File: config.mk
export PLATFORM = sky130hd
export DESIGN_NAME = uvprom_pulse_timer
export DESIGN_NICKNAME = d
export VERILOG_FILES = /design/src/rtl/uvprom_pkg.sv /design/src/rtl/uvprom_pulse_timer.sv
export SDC_FILE = /design/constraint.sdc
export NUM_CORES = 1
export LEC_CHECK = 0
export ABC_CLOCK_PERIOD_IN_PS = 2700
export BUFFER_PORTS_ARGS = -buffer_cell sky130_fd_sc_hd__buf_2
export CORE_MARGIN = 3
export CORE_UTILIZATION = 39
export CTS_CLUSTER_DIAMETER = 60
export DETAILED_ROUTE_END_ITERATION = 8
export HOLD_SLACK_MARGIN = 0.02
export PLACE_DENSITY = 0.77
export REMOVE_ABC_BUFFERS = 1
export SYNTH_ARGS = -nofsm -noshare
export SYNTH_HDL_FRONTEND = slang
export SYNTH_SLANG_ARGS = --single-unit
File: constraint.sdc
create_clock -name clk -period 2.7 [get_ports clk]
set_input_delay 0.135 -clock clk [delete_from_list [all_inputs] [get_ports clk]]
set_output_delay 0.135 -clock clk [all_outputs]
set_load 0.01 [all_outputs]
File: src/rtl/uvprom_pkg.sv
package uvprom_pkg;

   typedef enum logic [2:0] {
      MD_STANDBY,
      MD_READ,
      MD_OUT_OFF,
      MD_PROGRAM,
      MD_INHIBIT,
      MD_LOCKED
   } prom_mode_e;

   function automatic prom_mode_e decode_mode(input logic ce_n,
                                              input logic oe_n,
                                              input logic vpp_hi,
                                              input logic blocked);
      prom_mode_e m;
      if (blocked)      m = MD_LOCKED;
      else if (vpp_hi)  m = ce_n ? MD_INHIBIT : MD_PROGRAM;
      else if (ce_n)    m = MD_STANDBY;
      else if (oe_n)    m = MD_OUT_OFF;
      else              m = MD_READ;
      return m;
   endfunction

endpackage

File: src/rtl/uvprom_pulse_timer.sv
module uvprom_pulse_timer
   import uvprom_pkg::*;
#(
   parameter int ADDR_W    = 12,
   parameter int DATA_W    = 8,
   parameter int PULSE_MIN = 4,
   parameter int PULSE_MAX = 20
) (
   input  logic              clk,
   input  logic              rst,
   input  prom_mode_e        mode,
   input  logic              ce_n,
   input  logic [ADDR_W-1:0] addr,
   input  logic [DATA_W-1:0] din,
   output logic              wr_en,
   output logic [ADDR_W-1:0] wr_addr,
   output logic [DATA_W-1:0] wr_data,
   output logic              err
);
   localparam int CNT_W = $clog2(PULSE_MAX + 2);
   localparam logic [CNT_W-1:0] CMIN = CNT_W'(PULSE_MIN);
   localparam logic [CNT_W-1:0] CMAX = CNT_W'(PULSE_MAX);
   localparam logic [CNT_W-1:0] CSAT = CNT_W'(PULSE_MAX + 1);

   logic             active;
   logic             ce_q;
   logic [CNT_W-1:0] width;

   always_ff @(posedge clk) begin
      if (rst) begin
         active  <= 1'b0;
         ce_q    <= 1'b0;
         width   <= '0;
         err     <= 1'b0;
         wr_addr <= '0;
         wr_data <= '0;
      end else begin
         ce_q <= ce_n;
         err  <= 1'b0;
         if (active) begin
            unique case (mode)
               MD_PROGRAM: if (width != CSAT) width <= width + 1'b1;
               MD_INHIBIT: begin
                  err    <= (width > CMAX);
                  active <= 1'b0;
               end
               default:    active <= 1'b0;
            endcase
         end else if (mode == MD_PROGRAM && ce_q) begin
            active  <= 1'b1;
            width   <= CNT_W'(1);
            wr_addr <= addr;
            wr_data <= din;
         end
      end
   end

   always_comb
      wr_en = active && (mode == MD_INHIBIT) && (width >= CMIN) && (width <= CMAX);

endmodule

# ---- Yosys cells after proc, flatten, opt, wreduce, memory -nomap -nowiden
# Index checks and enable logic that the tools add are counted.
dict set report classes {
  muxes 7
  order_cmp 3
  n_eq_ne 5
  addsub 1
  reduce_logical 8
  bitwise 2
}
# operator n
set op_table {}
lappend op_table {{$mux 5} 4}
lappend op_table {{$add 5x1->5 const B} 1}
lappend op_table {{$ge 5x3->1 const B} 1}
lappend op_table {{$gt 5x5->1 const B} 1}
lappend op_table {{$le 5x5->1 const B} 1}
lappend op_table {{$ne 5x5->1 const B} 1}
lappend op_table {{$logic_and 1x1->1} 4}
lappend op_table {{$ne 2x1->1 const B} 2}
lappend op_table {{$eq 3x2->1 const B} 1}
lappend op_table {{$eq 3x3->1 const B} 1}
lappend op_table {{$mux 1} 3}
lappend op_table {{$reduce_and 3->1} 1}
lappend op_table {{$reduce_or 3->1} 1}
lappend op_table {{$not 1->1} 2}
lappend op_table {{$reduce_and 2->1} 1}
lappend op_table {{$reduce_bool 2->1} 1}
dict set report word_totals {
  out_inout_bits 22
  register_bits 28
  in_bits 26
}

# ---- Longest topological paths before layout
dict set report depth {
  word_depth 4
  depth_mapped 5
}

# ---- Least setup slack after synthesis
# No wires, ideal clock.
dict set report synth_path {
  kind {flip-flop to flip-flop}
  startpoint {register width[1]}
  endpoint {register width[3]}
  stages_incl_launch_ff 6
  setup_ps 74
  path_slack_ps 1246
  arrival_ps 1380
  t_required_ps 2626
  path_buffers 0
  cell_sequence {dfxtp_1 > inv_1 > ha_1 > and4b_4 > or4_1 > a31oi_1}
}
dict set report synth_via {
  elab_chain_cells 4
}
# element line_no
set synth_rtl {}
lappend synth_rtl {{from (decl)} uvprom_pulse_timer.sv:27} ;# logic [CNT_W-1:0] width;
lappend synth_rtl {{from (signal assigned)} uvprom_pulse_timer.sv:42} ;# MD_PROGRAM: if (width != CSAT) width <= width + 1'b1;
lappend synth_rtl {{$add 5x1->5} uvprom_pulse_timer.sv:42}
lappend synth_rtl {{$mux 5} uvprom_pulse_timer.sv:42}
lappend synth_rtl {{$mux 5} uvprom_pulse_timer.sv:41} ;# unique case (mode)
lappend synth_rtl {{$mux 5} uvprom_pulse_timer.sv:40} ;# if (active) begin
# Parallel ways exist; a longest one is shown, timed or not. The select of a mux whose other input is x is not followed.
# A chain may end at the register's enable or synchronous reset.

# ---- Worst setup path in the final report
dict set report layout_path {
  startpoint {register active}
  endpoint {register width[2]}
}
dict set report layout_via {
  elab_chain_cells 2
}
# element line_no
set layout_rtl {}
lappend layout_rtl {{from (decl)} uvprom_pulse_timer.sv:25} ;# logic active;
lappend layout_rtl {{from (signal assigned)} uvprom_pulse_timer.sv:31} ;# active <= 1'b0;
lappend layout_rtl {{from (signal assigned)} uvprom_pulse_timer.sv:45} ;# active <= 1'b0;
lappend layout_rtl {{from (signal assigned)} uvprom_pulse_timer.sv:47} ;# default: active <= 1'b0;
lappend layout_rtl {{$ne 2x1->1 (no source line) / $reduce_bool 2->1 (equally long branches)} -}
lappend layout_rtl {{$reduce_and 3->1 (no source line)} -}
# Parallel ways exist; a longest one is shown, timed or not.

==> summary.txt <==
Clock tree
  – Root buffer cell: clkbuf_4
  – Post-cts resize count: 0
  – TritonCTS buffer count: 3
  – Clock insertion delay at the later pin of the skew report: 0.32 ns
  – Number of post-CTS setup repair buffers: 0
  – Number of H-tree levels: 1
  – CTS tree: yes
  – Clock slew at the register clock pins of the worst setup and hold paths: 0.15 ns
  – Total clock sinks: 28
  – Maximum clock insertion buffer count: 2

Drt
  – Wire length per cell: about 14 um
  – Final wirelength: 2.88 mm
  – Initial drt markers: ~110
  – Length of the first detailed-routing pass in iterations: 4
  – Vias per Instance: 5.64
  – Routed vias: 1189
  – Remaining antenna violation count: 0
  – DRC Markers: 0

Power
  – Net Switching: 158 uW
  – Relative contribution of combinational cells to total power: 9.0%
  – Switching part of the total power: 23.2%
  – Largest vdd supply drop: between 0.2 and 0.25 mV
  – Pleak: 0.000631 uW
  – Internal power: between 500 and 600 uW
  – Power Dens Cells: 459 nW/um2
  – Clk network pwr share: 29.3%
  – Final total power: 683 uW
  – Register share of total power: about three fifths

Synthesis
  – Share of synthesized cell area in and, or, nand and nor gates: 20.6%
  – Fraction of the mapped netlist area in compound gates: 24.4%
  – Flop and latch count out of synthesis: 28
  – Share of synthesized area occupied by flip-flops and latches: 46.4%
  – Post-Synthesis Cells: 139
  – Yosys synthesis warning count: 0
  – Per-instance average area after synthesis: between 8 and 9 um2
  – Cell variety after synth: 30
  – Multiplexer share of the synthesized area: less than 1%
  – Post-synth design cell area: 1210 um2
  – Adder-cell area share of the yosys netlist: 3.11%
  – Combinational family with the most area after synthesis: compound AO/OA/AOI/OAI gates
  – Post-synthesis share of cell area spent on xor and xnor gates: 0%

Setup path
  – Worst endpoint required time: 2.93 ns
  – Series of cell instances along the critical path: nand2b_1 > o22ai_1 > a311oi_1
  – Slowest stage cell on the critical path: nand2b_1
  – Largest incremental delay on the critical path: 0.64 ns
  – CP arrival: 2.02 ns
  – Element type at the critical path start: flop
  – Crit Reg-Reg Startpoint: active
  – Category of the worst setup path capture point: flop
  – CP Class: flop to flop
  – Critical register-to-register path endpoint: width[2]
  – R2r setup slk: 0.91 ns
  – Number of cells on the worst reg-to-reg path: 3
  – Peak fanout along the critical path: 22

Global routing
  – Global-route wire length before repair: 4.46 mm
  – Largest net degree at the start of global routing: 30
  – Initial antenna violation count: 0
  – GRT Util Overall: 15.3%
  – Overflow after GRT: 0
  – Via count of the first global-routing pass: 995

Final layout
  – Diodes inserted: 0
  – Syn-to-layout area delta: 23.1%
  – Final Util: 52.1%
  – Filler cell count in the final layout: 262
  – Count of nets after finishing: 210
  – Share of cells above drive strength 1: 31.1%

Placement
  – Final weighted congestion in routability-driven placement: slightly below 0.8
  – Port-buffer cells: 47
  – Half-perimeter wire length after placement: 2.03 mm
  – Post-Place Worst Slack: around 0.93 ns

Timing
  – Post-layout minimum cycle time: about 1.8 ns
  – Final period util: between 60% and 70%
  – Final setup viols: 0
  – Least setup slack across all paths after layout: 0.911 ns
  – Count of pins over their slew limit: 0
  – Highest Clock Rate: 559 MHz
  – Remaining max-slew budget at the tightest pin: 49.1%
  – Worst slew pin tran: 0.761 ns
  – Endpoints failing hold: 0
  – RSZ-0062 raised after global routing: false
  – Fin Setup TNS: 0 ns
  – Worst setup skew after layout: 0.00672 ns

Die
  – Die area: 3800 um2
  – Core area: around 2900 um2
  – Vertical die dimension: 61.7 um
  – Initial Utilization: 42.4%
  – Die outline width: ~62 um
  – Core Rows: 19
  – I/O pin count: 48

Hold path
  – Hold EP: wr_addr[7]
  – Worst Hold Depth: 3
  – Hold Crit Class: primary input to flop
  – Hold_sp: addr[7]

Outcome
  – Outcome: completed

Job
  – Count of maximum capacitance violations: 0
[Yosys cell counts]
cell        n  area, um2
a211oi_1    1       7.51
a21oi_1    20        100
a2bb2oi_1   1       8.76
a311oi_1    2       17.5
a31oi_1     2       12.5
and3b_1     1       8.76
and4b_4     1       13.8
buf_4       1       7.51
clkbuf_1   11       41.3
dfxtp_1    28        561
ha_1        3       37.5
inv_1       2       7.51
mux2i_1     1       10.0
nand2_1     2       7.51
nand2b_1    3       18.8
nand3_1    23        115
nand3b_1    2       15.0
nand4b_4    1       23.8
nor2_1      1       3.75
nor2b_1     2       12.5
nor3_1      3       15.0
nor3b_1     1       7.51
o21a_1      1       7.51
o21ai_0    15       75.1
o21ai_1     6       30.0
o21ba_2     1       10.0
o221ai_1    1       8.76
o22ai_1     1       6.26
o311a_2     1       11.3
or4_1       1       7.51
[how the worst max path moves through the flow]
stage	startpoint	end	slack, ns	cells after the start
2_1_floorplan	active	width[0]	1.04	3
3_3_place_gp	active	width[4]	1.09	3
3_5_place_dp	active	width[2]	0.93	3
4_1_cts	active	width[2]	0.93	3
5_1_grt	active	width[2]	0.76	3
6_report	active	width[2]	0.91	3
[registers in the layout, summed over array words and instances, names as in the netlist]
register,count
active,1
ce_q,1
err,1
width,5
wr_addr,12
wr_data,8
[critical path: cells and delay by family, from the launching register on]
kind / cells / cell delay (ns)
flip-flops: 1 / 0.57
AO/OA/AOI/OAI: 2 / 0.50
AND/OR/NAND/NOR: 1 / 0.64
[through the flow]
stage	instance area, um2	hold slack, ns	instances
final	1490	0.0440	211
after global placement	1440	0.348	206
after CTS	1490	0.0377	211
after floorplan	1160	0.204	127
after global routing	1490	0.0382	211
after detailed placement	1440	0.349	206
[logic make-up (layout without fill, tap and decap cells)]
logic type / count (synthesis) / count (layout)
fa+ha+maj: 3 / 3
compound gates: 52 / 52
buf+inv: 14 / 55
simple gates: 41 / 41
mux: 1 / 1
flops: 28 / 28
[final cells by class]
type	count	area, um2	share of cell area [%]
tap	31	38.8	2.61
multi-input combinational	97	592	39.8
inverter	2	7.51	0.505
sequential	28	561	37.7
timing repair buffer	49	253	17.0
clock buffer	4	36.3	2.44
[power groups by stage]
| stage | Combinational, uW | Clock, uW | Sequential [uW] |
|---|---|---|---|
| CTS | 61.4 | 207 | 422 |
| floorplan | 20.8 | 0 | 432 |
| detailed placement | 60.2 | 0 | 430 |
| global placement | 58.3 | 0 | 430 |
| global route | 68.1 | 223 | 422 |
| finish | 61.4 | 201 | 422 |
[routing by layer]
layer  up-vias  track usage [%]  share of wire [%]
met3         2             2.52                6.7
met2        44             26.2                 45
met1       551             19.8                 48
met5         -                0                  0
met4         0             4.55               0.28
li1        592                -                  -
[cells in the final DEF (no fill, tap or decap), drive strengths merged]
cell type    count
dfxtp           28
buf             48
nand3           23
nor3             3
mux2i            1
and3b            1
nand2b           3
a211oi           1
a2bb2oi          1
a31oi            2
a21oi           20
clkbuf           4
nor2             1
inv              2
a311oi           2
o21ba            1
o21ai           21
o22ai            1
o311a            1
or4              1
nor3b            1
nand3b           2
ha               3
o21a             1
o221ai           1
nand2            2
dlygate4sd3      1
and4b            1
nand4b           1
nor2b            2
[repair_timing]
| item | CTS | global route |
|---|---|---|
| hold buffers | 1 | 0 |
| endpoints found under the hold margin | 1 | 0 |
| endpoints found under the setup margin | 0 | 0 |
Power figures use the tool's default switching activity.
